==> config.mk <==
export PLATFORM = sky130hd
export DESIGN_NAME = tgt_route_bank
export DESIGN_NICKNAME = d
export VERILOG_FILES = /design/src/rtl/tgt_route_pkg.sv /design/src/rtl/tgt_lane_decode.sv /design/src/rtl/tgt_entry.sv /design/src/rtl/tgt_read_mux.sv /design/src/rtl/tgt_route_bank.sv
export SDC_FILE = /design/constraint.sdc
export NUM_CORES = 1
export LEC_CHECK = 0
export ABC_AREA = 1
export BUFFER_PORTS_ARGS = -buffer_cell sky130_fd_sc_hd__buf_4
export CELL_PAD_IN_SITES_DETAIL_PLACEMENT = 1
export CELL_PAD_IN_SITES_GLOBAL_PLACEMENT = 2
export CORE_AREA = 2 2 260 262
export DETAILED_ROUTE_END_ITERATION = 16
export DIE_AREA = 0 0 262 264
export PLACE_DENSITY_LB_ADDON = 0.1
export SLEW_MARGIN = 20
export SYNTH_ARGS = -nofsm -noshare
export SYNTH_HDL_FRONTEND = slang
export SYNTH_HIERARCHICAL = 1
export SYNTH_SLANG_ARGS = --single-unit
export TNS_END_PERCENT = 1
==> constraint.sdc <==
create_clock -name clk -period 5.28 [get_ports clk]
set_input_delay 0.528 -clock clk [delete_from_list [all_inputs] [get_ports clk]]
set_output_delay 0.528 -clock clk [all_outputs]
set_load 0.005 [all_outputs]
==> src/rtl/tgt_route_pkg.sv <==
package tgt_route_pkg;
  localparam int unsigned LANES    = 4;
  localparam int unsigned BYTE_W   = 8;
  localparam int unsigned PRIV_IDS = 32;
  localparam int unsigned SEL_W    = 3;

  typedef enum logic {
    SZ_BYTE = 1'b0,
    SZ_WORD = 1'b1
  } acc_size_e;

  // index of the lowest set bit, 0 for an empty mask
  function automatic logic [SEL_W-1:0] lowest_set(input logic [BYTE_W-1:0] m);
    logic [SEL_W-1:0] r;
    r = '0;
    for (int i = BYTE_W - 1; i >= 0; i--) begin
      if (m[i]) r = i[SEL_W-1:0];
    end
    return r;
  endfunction
endpackage

==> src/rtl/tgt_lane_decode.sv <==
module tgt_lane_decode
  import tgt_route_pkg::*;
#(
  parameter int unsigned ADDR_W = 8
) (
  input  logic              size_word,
  input  logic [ADDR_W-1:0] addr,
  input  logic [31:0]       wdata,
  output logic [LANES-1:0]  lane_en,
  output logic [31:0]       lane_bytes,
  output logic [ADDR_W-3:0] word_idx
);
  assign word_idx = addr[ADDR_W-1:2];

  for (genvar l = 0; l < LANES; l++) begin : g_lane
    assign lane_en[l] = size_word || (addr[1:0] == 2'(l));
    assign lane_bytes[BYTE_W*l +: BYTE_W] =
      size_word ? wdata[BYTE_W*l +: BYTE_W] : wdata[BYTE_W-1:0];
  end
endmodule

==> src/rtl/tgt_entry.sv <==
module tgt_entry
  import tgt_route_pkg::*;
#(
  parameter int unsigned ADDR_W   = 8,
  parameter int unsigned ENTRY_ID = 32
) (
  input  logic              clk,
  input  logic              rst_n,
  input  logic              wr_acc,
  input  logic [ADDR_W-3:0] word_idx,
  input  logic [LANES-1:0]  lane_en,
  input  logic [31:0]       lane_bytes,
  output logic [BYTE_W-1:0] mask,
  output logic [SEL_W-1:0]  sel
);
  localparam int unsigned     MY_LANE = ENTRY_ID % LANES;
  localparam logic [ADDR_W-3:0] MY_WORD = (ADDR_W-2)'(ENTRY_ID / LANES);

  logic              hit;
  logic [BYTE_W-1:0] new_mask;

  assign hit      = wr_acc && (word_idx == MY_WORD) && lane_en[MY_LANE];
  assign new_mask = lane_bytes[BYTE_W*MY_LANE +: BYTE_W];

  always_ff @(posedge clk) begin
    if (!rst_n) begin
      mask <= '0;
      sel  <= '0;
    end else if (hit) begin
      mask <= new_mask;
      sel  <= lowest_set(new_mask);
    end
  end
endmodule

==> src/rtl/tgt_read_mux.sv <==
module tgt_read_mux
  import tgt_route_pkg::*;
#(
  parameter int unsigned NUM_IRQ    = 64,
  parameter int unsigned ADDR_W     = 8,
  parameter int unsigned CORE_W     = 2,
  parameter logic [63:0] PRIV_MASKS = 64'h8040_2010_0804_0201
) (
  input  logic [ADDR_W-3:0]               word_idx,
  input  logic [1:0]                      byte_sel,
  input  logic                            size_word,
  input  logic [CORE_W-1:0]               core,
  input  logic [(NUM_IRQ-PRIV_IDS)*8-1:0] masks,
  output logic [31:0]                     rdata
);
  localparam int unsigned NUM_SHARED = NUM_IRQ - PRIV_IDS;

  logic [31:0] word_val;
  logic [7:0]  priv_byte;

  assign priv_byte = PRIV_MASKS[BYTE_W*int'(core) +: BYTE_W];

  for (genvar l = 0; l < LANES; l++) begin : g_lane
    logic [ADDR_W-1:0] id;
    int unsigned       idx;
    assign id = {word_idx, 2'(l)};
    always_comb begin
      idx = 0;
      if (int'(id) >= PRIV_IDS && int'(id) < NUM_IRQ) idx = int'(id) - PRIV_IDS;
      if (int'(id) < PRIV_IDS)
        word_val[BYTE_W*l +: BYTE_W] = priv_byte;
      else if (int'(id) < NUM_IRQ && idx < NUM_SHARED)
        word_val[BYTE_W*l +: BYTE_W] = masks[BYTE_W*idx +: BYTE_W];
      else
        word_val[BYTE_W*l +: BYTE_W] = '0;
    end
  end

  always_comb begin
    if (size_word) rdata = word_val;
    else           rdata = {24'h0, word_val[BYTE_W*byte_sel +: BYTE_W]};
  end
endmodule

==> src/rtl/tgt_route_bank.sv <==
module tgt_route_bank
  import tgt_route_pkg::*;
#(
  parameter int unsigned NUM_IRQ    = 64,
  parameter int unsigned NUM_CORES  = 4,
  parameter int unsigned ADDR_W     = 8,
  parameter logic [63:0] PRIV_MASKS = 64'h8040_2010_0804_0201,
  localparam int unsigned CORE_W     = (NUM_CORES > 1) ? $clog2(NUM_CORES) : 1,
  localparam int unsigned NUM_SHARED = NUM_IRQ - PRIV_IDS
) (
  input  logic                        clk,
  input  logic                        rst_n,
  input  logic                        req_valid,
  output logic                        req_ready,
  input  logic                        req_write,
  input  logic                        req_size,
  input  logic [ADDR_W-1:0]           req_addr,
  input  logic [31:0]                 req_wdata,
  input  logic [CORE_W-1:0]           req_core,
  output logic                        rsp_valid,
  input  logic                        rsp_ready,
  output logic [31:0]                 rsp_rdata,
  output logic [SEL_W*NUM_SHARED-1:0] sel_core
);
  logic                    acc;
  logic                    size_word;
  logic [LANES-1:0]        lane_en;
  logic [31:0]             lane_bytes;
  logic [ADDR_W-3:0]       word_idx;
  logic [NUM_SHARED*8-1:0] masks;
  logic [31:0]             rd_word;

  assign size_word = (acc_size_e'(req_size) == SZ_WORD);
  assign req_ready = !rsp_valid || rsp_ready;
  assign acc       = req_valid && req_ready;

  tgt_lane_decode #(.ADDR_W(ADDR_W)) u_dec (
    .size_word (size_word),
    .addr      (req_addr),
    .wdata     (req_wdata),
    .lane_en   (lane_en),
    .lane_bytes(lane_bytes),
    .word_idx  (word_idx)
  );

  for (genvar j = 0; j < NUM_SHARED; j++) begin : g_ent
    tgt_entry #(.ADDR_W(ADDR_W), .ENTRY_ID(PRIV_IDS + j)) u_ent (
      .clk       (clk),
      .rst_n     (rst_n),
      .wr_acc    (acc && req_write),
      .word_idx  (word_idx),
      .lane_en   (lane_en),
      .lane_bytes(lane_bytes),
      .mask      (masks[8*j +: 8]),
      .sel       (sel_core[SEL_W*j +: SEL_W])
    );
  end

  tgt_read_mux #(
    .NUM_IRQ(NUM_IRQ), .ADDR_W(ADDR_W), .CORE_W(CORE_W), .PRIV_MASKS(PRIV_MASKS)
  ) u_rd (
    .word_idx (word_idx),
    .byte_sel (req_addr[1:0]),
    .size_word(size_word),
    .core     (req_core),
    .masks    (masks),
    .rdata    (rd_word)
  );

  always_ff @(posedge clk) begin
    if (!rst_n) begin
      rsp_valid <= 1'b0;
      rsp_rdata <= '0;
    end else if (acc) begin
      rsp_valid <= 1'b1;
      rsp_rdata <= req_write ? 32'h0 : rd_word;
    end else if (rsp_ready) begin
      rsp_valid <= 1'b0;
    end
  end
endmodule

==> results.sh <==
export IMPL_outcome="completed"
export IMPL_hold_viol_final=0
export IMPL_drv_cap=0
export IMPL_finalWorstSetupSlack_ns=1.87
export IMPL_wl_um=94800
export IMPL_io_pins=178
export IMPL_final_common_cell="nand2_1"
export IMPL_max_freq_mhz=293
export IMPL_synth_seq_cells=385
export IMPL_ctsHoldBuffers=0
export IMPL_crit_path_start="req_addr[7]"
export IMPL_synth_seq_area_share_pct=34.5
export IMPL_arrival_ns=3.89
export IMPL_async_reset_ff_share_pct=0
export IMPL_worst_path_max_fanout=35
export IMPL_skew_ns=0.0159
export IMPL_wl_per_cell_um=22.0
export IMPL_clk_latency_ns=0.59
export IMPL_critPathRequiredTime_ns=5.76
export IMPL_total_leakage_power_uw=0.0117
export IMPL_hold_ws_ns=0.268
export IMPL_grt_max_degree=112
export IMPL_drv_slew=0
export IMPL_port_buffers=177
export IMPL_syn2layout_area_growth_pct=14.6
export IMPL_min_path_type="in -> reg"
export IMPL_cts_max_path_buffers=3
export IMPL_synth_edf_count=0
export IMPL_finalInstanceArea_um2=25600
export IMPL_synthCells=3276
export IMPL_cts_sinks=385
export IMPL_core_um2=66600
export IMPL_place_ws_ns=1.35
export IMPL_nNetsFinal=3454
export IMPL_power_uw=7400
export IMPL_synth_fp_nets=3325
export IMPL_post_cts_setup_buffer_count=0
export IMPL_netlist_area_um2=22300
export IMPL_slew_headroom_pct=29.5
export IMPL_die_h_um=264
export IMPL_place_gp_congestion=0.877
export IMPL_crit_type="in -> reg"
export IMPL_grt_ovfl_total=0
export IMPL_grt_antenna_before_repair=2
export IMPL_ant_nets=0
export IMPL_clkTransAtPathRegs_ns=0.06
export IMPL_syn_mean_instance_area_um2=6.81
export IMPL_synth_distinct_cells=42
export IMPL_ys_warnings_count=6
export IMPL_grt_pass1_vias=23400
export IMPL_dpl_cell_area_um2=23900
export IMPL_drt_pre_antenna_iters=6
export IMPL_cts_tree="done"
export IMPL_die_w_um=262
export IMPL_track_usage_pct=27.2
export IMPL_rows=95
export IMPL_die_area_um2=69200
export IMPL_rr_startpoint="rsp_valid$_SDFFE_PN0P_"
export IMPL_synthFlopType="dfxtp_1"
export IMPL_drc_errors=0
export IMPL_dpl_hpwl_um=65900
export IMPL_grt_pass1_wl_um=143000
export IMPL_setup_viol=0
export IMPL_start_kind="input port"
export IMPL_fin_crit_sh_pct=64.6
export IMPL_synth_area_leaders="dfxtp_1, nand2_1, inv_1"
export IMPL_powerDensity_nw_per_um2=290
export IMPL_initial_core_util_pct=33.5
export IMPL_vdd_drop_max_uv=210
export IMPL_fin_crit_ns=3.41
export IMPL_final_layout_size_suffix_gt1_share_pct=16.6
export IMPL_min_from="req_write"
export IMPL_route_vias_total=22600
export IMPL_cts_made_buffers=49
export IMPL_synth_top_area_cell="dfxtp_1"
export IMPL_drt_initial_drc_count=1390
export IMPL_worst_pin_slew_ns=1.05
export IMPL_endpoint_kind="register"
export IMPL_final_cell_mix="nand2_1, inv_1, dfxtp_1"
export IMPL_synth_top_area_share_pct=34.5
export IMPL_ctsHtreeMaxLevel=2
export IMPL_cts_root_buf="clkbuf_16"
export IMPL_via_per_inst=5.23
export IMPL_cts_resized=0
export IMPL_rsz0062_at_grt="no"
export IMPL_setup_tns_ns=0
[cells by family after synthesis]
| family | Yosys count | share of synthesized area [%] |
|---|---|---|
| buffers and inverters | 591 | 12.9 |
| DFF | 385 | 34.5 |
| and+or+nand+nor | 1540 | 33.6 |
| AOI/OAI and AO/OA | 759 | 18.8 |
| adders and majority gates | 1 | 0.0561 |
[per-layer routing]
layer / global-route usage [%] / wire length, µm
met5: 0 / 11
met4: 9.07 / 3160
met3: 3.71 / 4140
met2: 46.1 / 45200
met1: 35.4 / 42300
[path summary, 6_finish.rpt]
kind | endpoint | slack [ns] | depth (start not counted)
setup / recovery | rsp_rdata[6]$_SDFFE_PN0P_ | 1.87 | 17
hold reg to reg | g_ent[3].u_ent/sel[0]$_SDFFE_PN0P_ | 0.46 | 2
setup reg to reg | g_ent[19].u_ent/mask[2]$_SDFFE_PN0P_ | 2.22 | 9
hold / removal | rsp_rdata[29]$_SDFFE_PN0P_ | 0.27 | 4
[layout make-up]
| type | instances | area (µm²) |
|---|---|---|
| fillers | 8596 | 41000 |
| multi-input cells | 2300 | 11700 |
| well taps | 873 | 1090 |
| clock buffers | 70 | 1440 |
| clock inverters | 18 | 199 |
| repair buffers | 204 | 1590 |
| flip-flops and latches | 385 | 7710 |
| inverters | 465 | 1810 |
| diodes | 2 | 5.00 |
[through the flow]
step / utilization, % / std cells
2_1_floorplan: - / 3276
3_5_place_dp: 35.9 / 4227
3_3_place_gp: 35.9 / 4227
5_1_grt: 38.4 / 4315
6_report: 38.4 / 4317
4_1_cts: 38.4 / 4315
[registers in the layout (all words and copies together) (netlist names)]
signal and count:
rsp_valid 1, rsp_rdata 32, g_ent.u_ent/sel 96, g_ent.u_ent/mask 256
[critical path, cell delays in order]
cell	delay, ns
buf_4	0.59
nor2_4	0.18
nand2_1	0.45
buf_4	0.44
nand2_1	0.38
nand3_1	0.17
nand3_1	0.08
nand2_1	0.10
nand2_1	0.06
nand2_1	0.25
a21oi_1	0.13
nand2_1	0.13
a21oi_1	0.09
nand2_1	0.08
nand3_1	0.08
nand2_1	0.08
nor2_1	0.04
[Yosys cell counts, types with 29 or more instances]
master,instances
dfxtp_1,385
nor2_1,302
nand4_1,55
inv_1,421
buf_2,41
o21a_1,29
o21ai_0,258
inv_2,31
o21ai_1,56
a21oi_2,54
nand3_2,34
nand2_1,774
a21oi_1,311
o211ai_1,34
nand3_1,211
[power by group]
| part | total [µW] | switching [µW] | leakage (µW) | internal (µW) |
|---|---|---|---|---|
| sequential | 2950 | 20.4 | 0.00311 | 2930 |
| combinational | 990 | 747 | 0.00777 | 242 |
| clock | 3460 | 1390 | 0.000811 | 2070 |
Note: power is estimated with default switching activity, not from simulation.
